===== src/rtl/err_agg_pkg.sv =====
package err_agg_pkg;
  localparam int SRC_COUNT = 64;
  localparam int REG_W     = 32;
  localparam int REG_COUNT = SRC_COUNT / REG_W;
  localparam int IDX_W     = $clog2(SRC_COUNT);
  localparam int REGSEL_W  = (REG_COUNT > 1) ? $clog2(REG_COUNT) : 1;

  localparam int CAUSE_BASE   = 'h00;
  localparam int MASK_BASE    = 'h20;
  localparam int DOORBELL_OFS = 'h30;

  typedef enum logic [1:0] {
    RD_NONE  = 2'd0,
    RD_CAUSE = 2'd1,
    RD_MASK  = 2'd2
  } rdKind_e;

  typedef struct packed {
    logic [REG_COUNT-1:0] clrWr;
    logic [REG_COUNT-1:0] maskWr;
    logic                 dbValid;
    logic [IDX_W-1:0]     dbIdx;
    rdKind_e              rdKind;
    logic [REGSEL_W-1:0]  rdIdx;
  } aggStrobe_t;
endpackage


===== src/rtl/err_agg_ctrl.sv =====
module err_agg_ctrl
  import err_agg_pkg::*;
#(
  parameter int WIRED_COUNT = 21,
  parameter int ADDR_W      = 8
) (
  input  logic              clk,
  input  logic              rst,
  input  logic [ADDR_W-1:0] busAddr,
  input  logic [REG_W-1:0]  busWdata,
  input  logic              busWrEn,
  output aggStrobe_t        strobe
);
  logic dbHit;
  logic dbInRange;

  assign dbHit     = busWrEn && (busAddr == ADDR_W'(DOORBELL_OFS));
  assign dbInRange = (busWdata >= REG_W'(WIRED_COUNT)) && (busWdata < REG_W'(SRC_COUNT));

  always_comb begin
    strobe        = '0;
    strobe.rdKind = RD_NONE;
    for (int r = 0; r < REG_COUNT; r++) begin
      if (busAddr == ADDR_W'(CAUSE_BASE + 4 * r)) begin
        strobe.rdKind   = RD_CAUSE;
        strobe.rdIdx    = REGSEL_W'(r);
        strobe.clrWr[r] = busWrEn;
      end
      if (busAddr == ADDR_W'(MASK_BASE + 4 * r)) begin
        strobe.rdKind    = RD_MASK;
        strobe.rdIdx     = REGSEL_W'(r);
        strobe.maskWr[r] = busWrEn;
      end
    end
    if (dbHit && dbInRange) begin
      strobe.dbValid = 1'b1;
      strobe.dbIdx   = busWdata[IDX_W-1:0];
    end
  end


  db_range_chk: assert property (@(posedge clk) disable iff (rst)
    (dbHit && !dbInRange) |-> !strobe.dbValid);


  db_decode_chk: assert property (@(posedge clk) disable iff (rst)
    (dbHit && dbInRange) |-> (strobe.dbValid && (REG_W'(strobe.dbIdx) == busWdata)));
endmodule


===== src/rtl/err_agg_datapath.sv =====
module err_agg_datapath
  import err_agg_pkg::*;
#(
  parameter int WIRED_COUNT = 21
) (
  input  logic                   clk,
  input  logic                   rst,
  input  aggStrobe_t             strobe,
  input  logic [REG_W-1:0]       busWdata,
  input  logic [WIRED_COUNT-1:0] wiredIn,
  output logic [REG_W-1:0]       busRdata,
  output logic                   irqOut
);
  logic [SRC_COUNT-1:0] setVec;
  logic [SRC_COUNT-1:0] clrVec;
  logic [SRC_COUNT-1:0] causeQ;
  logic [SRC_COUNT-1:0] causeD;
  logic [SRC_COUNT-1:0] maskQ;
  logic [SRC_COUNT-1:0] wiredPad;

  assign wiredPad = SRC_COUNT'(wiredIn);

  for (genvar n = 0; n < SRC_COUNT; n++) begin : g_set
    if (n < WIRED_COUNT) begin : g_wired
      assign setVec[n] = wiredIn[n];
    end else begin : g_msg
      assign setVec[n] = strobe.dbValid && (strobe.dbIdx == IDX_W'(n));
    end
  end

  for (genvar r = 0; r < REG_COUNT; r++) begin : g_clr
    assign clrVec[r*REG_W +: REG_W] = strobe.clrWr[r] ? busWdata : '0;
  end

  // set has priority over a same-cycle clear
  assign causeD = setVec | (causeQ & ~clrVec);

  always_ff @(posedge clk) begin
    if (rst) begin
      causeQ <= '0;
      maskQ  <= '1;
    end else begin
      causeQ <= causeD;
      for (int r = 0; r < REG_COUNT; r++) begin
        if (strobe.maskWr[r]) maskQ[r*REG_W +: REG_W] <= busWdata;
      end
    end
  end

  assign irqOut = |(causeQ & ~maskQ);

  always_comb begin
    case (strobe.rdKind)
      RD_CAUSE: busRdata = causeQ[int'(strobe.rdIdx)*REG_W +: REG_W];
      RD_MASK:  busRdata = maskQ[int'(strobe.rdIdx)*REG_W +: REG_W];
      default:  busRdata = '0;
    endcase
  end


  wired_capture_chk: assert property (@(posedge clk) disable iff (rst)
    (wiredIn != '0) |=> ((causeQ[WIRED_COUNT-1:0] & $past(wiredIn)) == $past(wiredIn)));


  doorbell_set_chk: assert property (@(posedge clk) disable iff (rst)
    strobe.dbValid |=> causeQ[$past(strobe.dbIdx)]);


  msg_rise_chk: assert property (@(posedge clk) disable iff (rst)
    ((causeQ[SRC_COUNT-1:WIRED_COUNT] & ~$past(causeQ[SRC_COUNT-1:WIRED_COUNT])) != '0)
      |-> $past(strobe.dbValid));


  all_masked_chk: assert property (@(posedge clk) disable iff (rst)
    (&maskQ) |-> !irqOut);

  for (genvar r = 0; r < REG_COUNT; r++) begin : g_chk

    w1c_chk: assert property (@(posedge clk) disable iff (rst)
      strobe.clrWr[r] |=> ((causeQ[r*REG_W +: REG_W] & $past(busWdata)
                            & ~$past(wiredPad[r*REG_W +: REG_W])) == '0));

    mask_load_chk: assert property (@(posedge clk) disable iff (rst)
      strobe.maskWr[r] |=> (maskQ[r*REG_W +: REG_W] == $past(busWdata)));
  end
endmodule


===== src/rtl/err_irq_aggregator.sv =====
module err_irq_aggregator
  import err_agg_pkg::*;
#(
  parameter int WIRED_COUNT = 21,
  parameter int ADDR_W      = 8
) (
  input  logic                   clk,
  input  logic                   rst,
  input  logic [ADDR_W-1:0]      busAddr,
  input  logic [REG_W-1:0]       busWdata,
  input  logic                   busWrEn,
  output logic [REG_W-1:0]       busRdata,
  input  logic [WIRED_COUNT-1:0] wiredIn,
  output logic                   irqOut
);
  aggStrobe_t strobe;

  err_agg_ctrl #(
    .WIRED_COUNT(WIRED_COUNT),
    .ADDR_W     (ADDR_W)
  ) i_ctrl (
    .clk     (clk),
    .rst     (rst),
    .busAddr (busAddr),
    .busWdata(busWdata),
    .busWrEn (busWrEn),
    .strobe  (strobe)
  );

  err_agg_datapath #(
    .WIRED_COUNT(WIRED_COUNT)
  ) i_datapath (
    .clk     (clk),
    .rst     (rst),
    .strobe  (strobe),
    .busWdata(busWdata),
    .wiredIn (wiredIn),
    .busRdata(busRdata),
    .irqOut  (irqOut)
  );
endmodule


===== config.mk =====
export PLATFORM = sky130hd
export DESIGN_NAME = err_irq_aggregator
export DESIGN_NICKNAME = d
export VERILOG_FILES = /design/src/rtl/err_agg_pkg.sv /design/src/rtl/err_agg_ctrl.sv /design/src/rtl/err_agg_datapath.sv /design/src/rtl/err_irq_aggregator.sv
export SDC_FILE = /design/constraint.sdc
export NUM_CORES = 1
export LEC_CHECK = 0
export BUFFER_PORTS_ARGS = -buffer_cell sky130_fd_sc_hd__buf_2
export CORE_MARGIN = 4
export CORE_UTILIZATION = 57
export CTS_CLUSTER_SIZE = 30
export DETAILED_ROUTE_END_ITERATION = 8
export PLACE_DENSITY_LB_ADDON = 0.2
export SYNTH_ARGS = -nofsm -noshare
export SYNTH_HDL_FRONTEND = slang
export SYNTH_HIERARCHICAL = 1
export SYNTH_SLANG_ARGS = --single-unit

===== constraint.sdc =====
create_clock -name clk -period 2.8 [get_ports clk]
set_input_delay 0.42 -clock clk [delete_from_list [all_inputs] [get_ports clk]]
set_output_delay 0.42 -clock clk [all_outputs]
set_load 0.05 [all_outputs]

* After elaboration in Yosys (flattened, before gate mapping) *
Cells that the tools add are included.

word-level totals
  bits in registers = 128
  output and inout bits = 33
  logic and storage cells = 121

operators by class
  order comparisons = 2
  equal/unequal tests = 49
  shift operators = 2
  mux-type cells = 12
  bitwise operators = 5
  reductions and logical operators = 48

operator list
  cell                                                                number
  equality test 6 bit, second input constant                          32
  bitwise AND 64 bit                                                  2
  NOT 64 bit                                                          2
  indexed part select 64 x 7 -> 32 bit                                2
  equality test 6 x 5 -> 1 bit, second input constant                 11
  2-to-1 mux 32 bit                                                   2
  OR 64 bit                                                           1
  one-hot mux 32 bit (2 select lines)                                 1
  OR reduction 64 bit                                                 1
  logical AND 1 bit                                                   46
  greater-or-equal comparator 32 x 5 -> 1 bit, second input constant  1
  less-than comparator 32 x 7 -> 1 bit, second input constant         1
  equality test 8 x 6 -> 1 bit, second input constant                 3
  2-to-1 mux 3 bit                                                    3
  equality test 8 x 3 -> 1 bit, second input constant                 1
  logical NOT 8 bit                                                   1
  2-to-1 mux 7 bit                                                    1
  2-to-1 mux 1 bit                                                    4
  equality test 2 x 1 -> 1 bit, second input constant                 1
  equality test 2 bit, second input constant                          1
  2-to-1 mux 2 bit                                                    1

* Longest topological paths before layout *
Gate-level depths: netlist of run 1.

  word-level depth = 7
  mapped depth = 9
  mapped depth without buffers = 8

* By module *
The synthesis of run 1 kept the hierarchy.

by module, submodules not included
  module            instances  cells an instance  area an instance (um^2)  sequential area each (um^2)
  err_agg_datapath  1          675                6277.3                   2562.5
  err_agg_ctrl      1          34                 236.5                    0.0

* Least setup slack after synthesis of run 1 *
No wires, ideal clock.

  kind = input-to-output
  from = input busAddr[4]
  to = output busRdata[0]
  arrival time = 2.319 ns
  setup slack = 0.061 ns
  stages on the path = 8
  path through = nor3_1 nand2b_1 nor2b_1 inv_1 ha_1 buf_2 mux4_2 nor2b_1

RTL lines
  element          RTL line                  RTL
  start, declared  err_irq_aggregator.sv:9   input logic [ADDR_W-1:0] busAddr,
  end, declared    err_irq_aggregator.sv:12  output logic [REG_W-1:0] busRdata,

==> flow_metrics.env, run 1 <==
export IMPL_route_antenna_remaining_nets=0
export IMPL_maxCapViolCount=0
export IMPL_ir_drop_uv=851.7
export IMPL_dp_cells=939
export IMPL_globalplace_congestion=1.022
export IMPL_yosys_area_top_type_share=0.3934
export IMPL_place_ws_ns=-0.1727
export IMPL_drt_total_wl_um=20440
export IMPL_syn2layout_area_growth_pct=21.90
export IMPL_die_area_mm2=0.01320
export IMPL_ys_types=32
export IMPL_total_power_mw=4.402
export IMPL_syn_cell_area_mm2=0.006514
export IMPL_firstDrtPassIters=5
export IMPL_antenna_found_initial=0
export IMPL_cts_setup_buffers=0
export IMPL_yosysWarningCount=6
export IMPL_outcome="finished clean"
export IMPL_fill_cells=835
export IMPL_hpwl_um=14650
export IMPL_ios=97
export IMPL_crit_type="primary input to output pin"
export IMPL_maxSlewViolCount=0
export IMPL_synth_largest_area_cell="dfxtp_1"
export IMPL_crit_fanout=10
export IMPL_die_h_um=114.9
export IMPL_hold_violations=0
export IMPL_stdcell_count=970
export IMPL_port_buffers=96
export IMPL_setup_tns_ns=0
export IMPL_grt_start_max_net_pins=53
export IMPL_grt_pass1_wl_um=31970
export IMPL_coreArea_mm2=0.01103
export IMPL_initial_core_util=0.5905
export IMPL_slew_headroom=0.6165
export IMPL_num_antenna_cells=0
export IMPL_cts_max_path_buffers=2
export IMPL_rsz0062_at_grt="false"
export IMPL_syn_inst=709
export IMPL_powerDensity_mw_per_mm2=554.4
export IMPL_place_area_mm2=0.007318
export IMPL_crit_path_max_incr_delay_ns=0.30
export IMPL_max_freq_mhz=377.1
export IMPL_htreeDepth=4
export IMPL_vias_per_cell=6.237
export IMPL_ctsHoldBuffers=0
export IMPL_cp_slowest_cell="mux4_2"
export IMPL_grt_util_all_layers=0.3155
export IMPL_grt_ovfl_total=0
export IMPL_drtIter0Drc=758
export IMPL_syn_area_per_cell_um2=9.187
export IMPL_cts_resized=1
export IMPL_clkTransAtPathRegs_ns=0.06
export IMPL_syn_num_nets=774
export IMPL_wl_per_cell_um=21.07
export IMPL_min_path_type="primary input to flip-flop"
export IMPL_ys_seq_area_frac=0.3934
export IMPL_die_w_um=114.9
export IMPL_cts_sinks=128
export IMPL_cts_root_buffer="clkbuf_16"
export IMPL_cts_inserted_buffers=17
export IMPL_worst_slack_ns=0.1479
export IMPL_whs_ns=0.2066
export IMPL_reg2reg_setup_slack_ns=1.95
export IMPL_final_period_minus_worst_setup_slack_ns=2.652
export IMPL_required_ns=2.38
export IMPL_num_rows=38
export IMPL_drive_gt1_frac=0.2506
export IMPL_finalInstanceArea_mm2=0.007940
export IMPL_skew_ns=0
export IMPL_power_leakage_nw=2.917
export IMPL_setup_viol=0
export IMPL_crit_chain="buf_2, nor3_4, nand2b_1, nor2b_1, inv_1, ha_1, buf_4, mux4_2, nor2b_1, buf_2"
export IMPL_final_util=0.7198
export IMPL_synth_area_leaders="dfxtp_1 39%, mux4_2 11%, nor2b_1 9.6%"
export IMPL_grt_pass1_vias=5905
export IMPL_fin_crit_sh=0.9472
export IMPL_drc=0
export IMPL_startpoint_type="primary input"
export IMPL_cts_tree="done"
export IMPL_ys_ff_latch=128
export IMPL_endpoint_kind="output pin"
export IMPL_critPathArrivalTime_ns=2.23
export IMPL_nets=883
export IMPL_vias=6050
export IMPL_max_slew_worst_pin_slew_ns=0.5672
export IMPL_insertion_delay_ns=0.41
-- logic make-up (layout without fill, tap and decap cells) --
kind of cell	after synthesis	after routing	share of synthesized area
DFF	128	128	0.3934
AOI/OAI and AO/OA	147	147	0.1779
buffers and inverters	66	187	0.04591
and+or+nand+nor	335	335	0.2703
muxes	32	32	0.1106
adders and majority gates	1	1	0.001921
-- worst paths after layout --
path / start / end / cells after the start
hold / removal: wiredIn[11] / i_datapath/causeQ[11] / 3
setup / recovery: busAddr[4] / busRdata[24] / 10
setup reg to reg: i_datapath/maskQ[20] / i_datapath/maskQ[20] / 2
hold reg to reg: i_datapath/causeQ[0] / i_datapath/causeQ[0] / 2
-- layout make-up --
cell class | count | area (µm²) | area share
Timing Repair Buffer | 139 | 843.3 | 0.1062
Tap cell | 140 | 175.2 | 0.02206
Clock inverter | 6 | 130.1 | 0.01639
Clock buffer | 25 | 475.5 | 0.05988
Sequential cell | 128 | 2562 | 0.3227
Inverter | 17 | 63.81 | 0.008037
Multi-Input combinational cell | 515 | 3690 | 0.4647
-- Yosys cell counts, drive strengths merged --
library cell	instances
a211oi	1
and3	9
nor2b	100
nand2b	53
nand3	1
a211o	64
inv	17
a32oi	4
nor4b	2
ha	1
mux4	32
nor3	4
nand3b	1
a22oi	39
and3b	1
nand2	69
and2	1
nand4	2
o211ai	1
o2111ai	16
buf	22
clkbuf	27
dfxtp	128
a21oi	22
nor4	9
nor2	80
nor3b	2
or4	1
-- sequential cells by signal, summed over array words and instances (netlist names) --
name               flops
i_datapath/causeQ     64
i_datapath/maskQ      64
-- placed cells by master, fill, tap and decap left out, types with 2 or more instances in the layout --
master	count
clkbuf_8	2
clkinv_2	2
a22oi_1	39
and3_1	8
buf_2	95
o2111ai_1	16
nor4_1	8
mux4_2	32
nor2_2	2
buf_4	41
nor2_1	76
buf_12	3
inv_1	17
a21oi_1	22
nor2_4	2
dfxtp_1	128
nand2b_1	53
nor3_1	2
nor3_4	2
clkbuf_1	6
clkbuf_16	17
a211o_1	64
nor2b_1	100
a32oi_1	4
nor4b_1	2
nand4_1	2
nand2_1	69
bufinv_16	4
-- worst max-delay path: cells and delay by family --
kind | cells | cell delay (ns)
fa+ha+maj | 1 | 0.28
buf+inv | 4 | 0.64
mux | 1 | 0.30
simple gates | 4 | 0.59
-- per-layer routing --
layer | part of all wire | up-vias | GRT usage
met4 | 0.031 | 0 | 0.1315
li1 | - | 2750 | -
met3 | 0.084 | 47 | 0.06316
met1 | 0.43 | 2936 | 0.4266
met5 | 0 | - | 0
met2 | 0.46 | 317 | 0.4958
-- power by group --
group | internal, mW | switching, mW | leakage (nW)
clock | 1.53 | 0.777 | 0.295
combinational | 0.0952 | 0.133 | 1.58
sequential | 1.85 | 0.0209 | 1.04
total | 3.47 | 0.930 | 2.92
(Power assumes the default switching activity.)
==> run 2, diff against run 1 <==
--- a/config.mk
+++ b/config.mk
@@ -6,7 +6,7 @@
 export NUM_CORES = 1
 export LEC_CHECK = 0
 export BUFFER_PORTS_ARGS = -buffer_cell sky130_fd_sc_hd__buf_2
-export CORE_MARGIN = 4
+export CAP_MARGIN = 20
 export CORE_UTILIZATION = 57
 export CTS_CLUSTER_SIZE = 30
 export DETAILED_ROUTE_END_ITERATION = 8
==> flow_metrics.env, run 2 (same netlist as run 1, synthesis figures left out) <==
export IMPL_cts_inserted_buffers=17
export IMPL_firstDrtPassIters=5
export IMPL_startpoint_type="primary input"
export IMPL_syn2layout_area_growth_pct=21.17
export IMPL_setup_tns_ns=0
export IMPL_drc=0
export IMPL_critPathArrivalTime_ns=2.28
export IMPL_power_leakage_nw=2.884
export IMPL_gr_usage_met3=0.09325
export IMPL_vias=6032
export IMPL_cts_sinks=128
export IMPL_ir_drop_uv=612.6
export IMPL_vias_per_cell=6.257
export IMPL_setup_viol=0
export IMPL_die_h_um=108.9
export IMPL_insertion_delay_ns=0.42
export IMPL_max_freq_mhz=370.5
export IMPL_powerDensity_mw_per_mm2=542.1
export IMPL_die_area_mm2=0.01186
export IMPL_grt_util_all_layers=0.3579
export IMPL_ios=97
export IMPL_skew_ns=0
export IMPL_crit_fanout=32
export IMPL_maxSlewViolCount=0
export IMPL_required_ns=2.38
export IMPL_ctsHoldBuffers=0
export IMPL_max_slew_worst_pin_slew_ns=0.6141
export IMPL_hold_violations=0
export IMPL_antenna_found_initial=0
export IMPL_grt_ovfl_total=0
export IMPL_die_w_um=108.9
export IMPL_power_share_switching=0.2162
export IMPL_cts_tree="done"
export IMPL_place_ws_ns=-0.07710
export IMPL_p_sw_uw=925.2
export IMPL_worstHoldPathCells=3
export IMPL_grt_util_met1=0.4658
export IMPL_slew_headroom=0.5906
export IMPL_initial_core_util=0.5931
export IMPL_worst_slack_ns=0.1011
export IMPL_clkTransAtPathRegs_ns=0.06
export IMPL_hpwl_um=13680
export IMPL_drt_total_wl_um=19880
export IMPL_final_period_minus_worst_setup_slack_ns=2.699
export IMPL_nets=878
export IMPL_num_rows=38
export IMPL_grt_pass1_vias=5674
export IMPL_endpoint_kind="output pin"
export IMPL_min_path_type="primary input to flip-flop"
export IMPL_r2r_worst_path_cells=2
export IMPL_clkPwrFrac=0.511
export IMPL_cts_setup_buffers=0
export IMPL_grt_start_max_net_pins=129
export IMPL_port_buffers=96
export IMPL_outcome="finished clean"
export IMPL_coreArea_mm2=0.01098
export IMPL_final_common_cell="dfxtp_1"
export IMPL_drive_gt1_frac=0.2488
export IMPL_wl_per_cell_um=20.62
export IMPL_gr_max_usage_layer="met2"
export IMPL_whs_ns=0.1971
export IMPL_maxCapViolCount=0
export IMPL_htreeDepth=4
export IMPL_cts_max_path_buffers=2
export IMPL_fin_crit_sh=0.9639
export IMPL_cts_root_buffer="clkbuf_16"
export IMPL_drtIter0Drc=664
export IMPL_seqPwrFrac=0.437
export IMPL_p_comb_frac=0.053
export IMPL_use_met2=0.5606
export IMPL_route_antenna_remaining_nets=0
export IMPL_rsz0062_at_grt="false"
export IMPL_globalplace_congestion=0.9631
export IMPL_reg_largest_list="i_datapath/causeQ x64, i_datapath/maskQ x64"
export IMPL_crit_type="primary input to output pin"
export IMPL_internal_power_mw=3.353
export IMPL_final_cell_mix="128 x dfxtp_1, 100 x nor2b_1, 95 x buf_2, 76 x nor2_1, 69 x nand2_1"
export IMPL_num_antenna_cells=0
export IMPL_cts_resized=0
export IMPL_grt_pass1_wl_um=31100
run 2: changes by cell type in the layout (fill, tap and decap cells not counted), sizes merged:
| cell | change |
|---|---|
| bufinv | -2 |
| buf | -5 |
| clkbuf | -1 |
| clkinv | +2 |
run 2: path summary, 6_finish.rpt:
kind / from / to / slack, ns
max: busAddr[4] / busRdata[3] / 0.10
min: wiredIn[18] / i_datapath/causeQ[18] / 0.20
max reg2reg: i_datapath/maskQ[39] / i_datapath/maskQ[39] / 1.94
min reg2reg: i_datapath/causeQ[12] / i_datapath/causeQ[12] / 0.52
run 2: critical path, stage by stage:
cell      delay, ns
buf_2          0.12
nor3_2         0.24
nand2b_1       0.15
nor2b_1        0.15
inv_1          0.06
ha_1           0.22
buf_12         0.19
mux4_2         0.24
nor2b_1        0.18
buf_2          0.29
run 2: area by class of cell:
cell class | count | area [µm²]
clock inverters | 6 | 80.08
well taps | 140 | 175.2
inverters | 17 | 63.81
fillers | 837 | 3090
flip-flops and latches | 128 | 2562
repair buffers | 134 | 830.8
clock buffers | 24 | 501.7
multi-input cells | 515 | 3679
run 2: metrics by stage:
step	instance area [µm²]	std cells	utilization	power [mW]
finish	7893	964	0.7186	4.279
global route	7893	964	0.7186	4.395
CTS	7888	964	0.7182	4.295
detailed placement	7306	934	0.6652	2.125
global placement	7306	934	0.6652	2.119
floorplan	6514	709	-	1.999
run 2: power groups by stage:
stage,clock (mW),combinational [mW],sequential (mW)
detailed placement,0,0.219,1.91
finish,2.18,0.225,1.87
global placement,0,0.215,1.90
global route,2.29,0.241,1.87
CTS,2.21,0.221,1.87
floorplan,0,0.102,1.90
run 2: layer usage:
| layer | wire length, µm | part of all wire | vias to the layer above |
|---|---|---|---|
| met5 | 0 | 0 | - |
| met4 | 605 | 0.030 | 0 |
| met3 | 1796 | 0.090 | 48 |
| met2 | 9371 | 0.47 | 348 |
| met1 | 8102 | 0.41 | 2899 |
| li1 | - | - | 2737 |
==> run 3, diff against run 2 <==
--- a/config.mk
+++ b/config.mk
@@ -5,7 +5,8 @@
 export SDC_FILE = /design/constraint.sdc
 export NUM_CORES = 1
 export LEC_CHECK = 0
-export BUFFER_PORTS_ARGS = -buffer_cell sky130_fd_sc_hd__buf_2
+export ABC_CLOCK_PERIOD_IN_PS = 2800
+export BUFFER_PORTS_ARGS = -buffer_cell sky130_fd_sc_hd__clkbuf_2
 export CAP_MARGIN = 20
 export CORE_UTILIZATION = 57
 export CTS_CLUSTER_SIZE = 30
==> flow_metrics.env, run 3 (same netlist as run 1, synthesis figures left out) <==
export IMPL_final_util=0.7523
export IMPL_final_common_cell="dfxtp_1"
export IMPL_drtIter0Drc=691
export IMPL_outcome="finished clean"
export IMPL_max_freq_mhz=377.2
export IMPL_p_sw_uw=925.6
export IMPL_maxCapViolCount=0
export IMPL_hpwl_um=14260
export IMPL_p_comb_frac=0.056
export IMPL_hold_violations=0
export IMPL_cts_resized=0
export IMPL_skew_ns=0
export IMPL_reg_largest_list="i_datapath/causeQ x64, i_datapath/maskQ x64"
export IMPL_grt_start_max_net_pins=65
export IMPL_ir_drop_uv=489.4
export IMPL_route_antenna_remaining_nets=0
export IMPL_num_antenna_cells=0
export IMPL_maxSlewViolCount=0
export IMPL_syn2layout_area_growth_pct=26.85
export IMPL_die_h_um=108.9
export IMPL_cts_root_buffer="clkbuf_16"
export IMPL_ios=97
export IMPL_cts_tree="done"
export IMPL_powerDensity_mw_per_mm2=501.9
export IMPL_ctsHoldBuffers=0
export IMPL_cts_inserted_buffers=17
export IMPL_firstDrtPassIters=6
export IMPL_required_ns=2.38
export IMPL_crit_path_max_incr_delay_ns=0.31
export IMPL_seqPwrFrac=0.450
export IMPL_fill_cells=774
export IMPL_final_cell_mix="128 x dfxtp_1, 100 x nor2b_1, 76 x nor2_1, 69 x nand2_1, 69 x clkbuf_2"
export IMPL_final_period_minus_worst_setup_slack_ns=2.651
export IMPL_htreeDepth=4
export IMPL_globalplace_congestion=0.9354
export IMPL_crit_chain="clkbuf_2, nor3_2, nand2b_1, nor2b_1, inv_1, ha_1, buf_12, mux4_2, nor2b_1, clkbuf_2"
export IMPL_cts_setup_buffers=0
export IMPL_cts_max_path_buffers=2
export IMPL_antenna_found_initial=0
export IMPL_worst_slack_ns=0.1491
export IMPL_power_share_switching=0.2232
export IMPL_drc=0
export IMPL_cp_slowest_cell="mux4_2"
export IMPL_drive_gt1_frac=0.2527
export IMPL_initial_core_util=0.5931
export IMPL_drt_total_wl_um=20120
export IMPL_grt_pass1_wl_um=31090
export IMPL_vias=6079
export IMPL_port_buffers=96
export IMPL_coreArea_mm2=0.01098
export IMPL_critPathArrivalTime_ns=2.23
export IMPL_power_leakage_nw=2.965
export IMPL_seqCellArea_mm2=0.002562
export IMPL_internal_power_mw=3.222
export IMPL_vias_per_cell=6.261
export IMPL_wl_per_cell_um=20.72
export IMPL_crit_fanout=32
export IMPL_startpoint_type="primary input"
export IMPL_insertion_delay_ns=0.41
export IMPL_place_ws_ns=-0.08965
export IMPL_crit_type="primary input to output pin"
export IMPL_setup_viol=0
export IMPL_fin_crit_sh=0.9468
export IMPL_min_path_type="primary input to flip-flop"
export IMPL_cts_sinks=128
export IMPL_grt_util_all_layers=0.3552
export IMPL_rsz0062_at_grt="false"
export IMPL_endpoint_kind="output pin"
export IMPL_die_w_um=108.9
export IMPL_num_rows=38
export IMPL_nets=884
export IMPL_clkPwrFrac=0.494
export IMPL_clkTransAtPathRegs_ns=0.05
export IMPL_slew_headroom=0.5821
export IMPL_die_area_mm2=0.01186
export IMPL_multi_input_area_mm2=0.003679
export IMPL_grt_pass1_vias=5824
export IMPL_max_slew_worst_pin_slew_ns=0.6255
export IMPL_grt_ovfl_total=0
-- run 3: cell type report --
| cell class | instances | share of cell area |
|---|---|---|
| tap | 140 | 0.02120 |
| multi-input combinational | 515 | 0.4452 |
| sequential | 128 | 0.3101 |
| timing repair buffer | 140 | 0.1502 |
| clock buffer | 24 | 0.05830 |
| clock inverter | 7 | 0.007268 |
| inverter | 17 | 0.007723 |
-- run 3: stage by stage --
| step | instances | hold slack (ns) | total power, mW | instance area [µm²] | TNS, ns |
|---|---|---|---|---|---|
| 2_1_floorplan | 709 | 0.4686 | 1.999 | 6514 | 0 |
| 3_3_place_gp | 940 | 0.4856 | 2.122 | 7716 | -0.03769 |
| 3_5_place_dp | 940 | 0.5061 | 2.129 | 7716 | -0.5819 |
| 4_1_cts | 971 | 0.2011 | 4.154 | 8258 | 0 |
| 5_1_grt | 971 | 0.2108 | 4.255 | 8263 | 0 |
| 6_report | 971 | 0.2096 | 4.147 | 8263 | 0 |
-- run 3: worst paths after layout --
path,startpoint,end,slack [ns],depth (start not counted)
worst max-delay path,busAddr[4],busRdata[17],0.15,10
worst min-delay path,wiredIn[17],i_datapath/causeQ[17],0.21,3
worst max register to register,i_datapath/maskQ[7],i_datapath/maskQ[7],1.97,2
worst min register to register,i_datapath/causeQ[0],i_datapath/causeQ[0],0.51,2
-- run 3: routing by layer --
| layer | vias to the layer above | GRT usage | routed length [µm] |
|---|---|---|---|
| li1 | 2745 | - | - |
| met1 | 2958 | 0.4507 | 8177 |
| met2 | 320 | 0.5638 | 9381 |
| met3 | 56 | 0.09085 | 1781 |
| met4 | 0 | 0.1680 | 776 |
| met5 | - | 0 | 0 |
-- run 3: critical path: cells and delay by family --
family / cells / cell delay [ns]
buffers and inverters: 4 / 0.58
multiplexers: 1 / 0.31
adder cells (fa/ha/maj): 1 / 0.24
AND/OR/NAND/NOR: 4 / 0.66
-- run 3: power groups by stage --
stage | logic [mW] | registers [mW] | clock network (mW)
floorplan | 0.102 | 1.90 | 0
global placement | 0.219 | 1.90 | 0
detailed placement | 0.224 | 1.90 | 0
CTS | 0.226 | 1.87 | 2.06
global route | 0.244 | 1.87 | 2.14
finish | 0.231 | 1.87 | 2.05
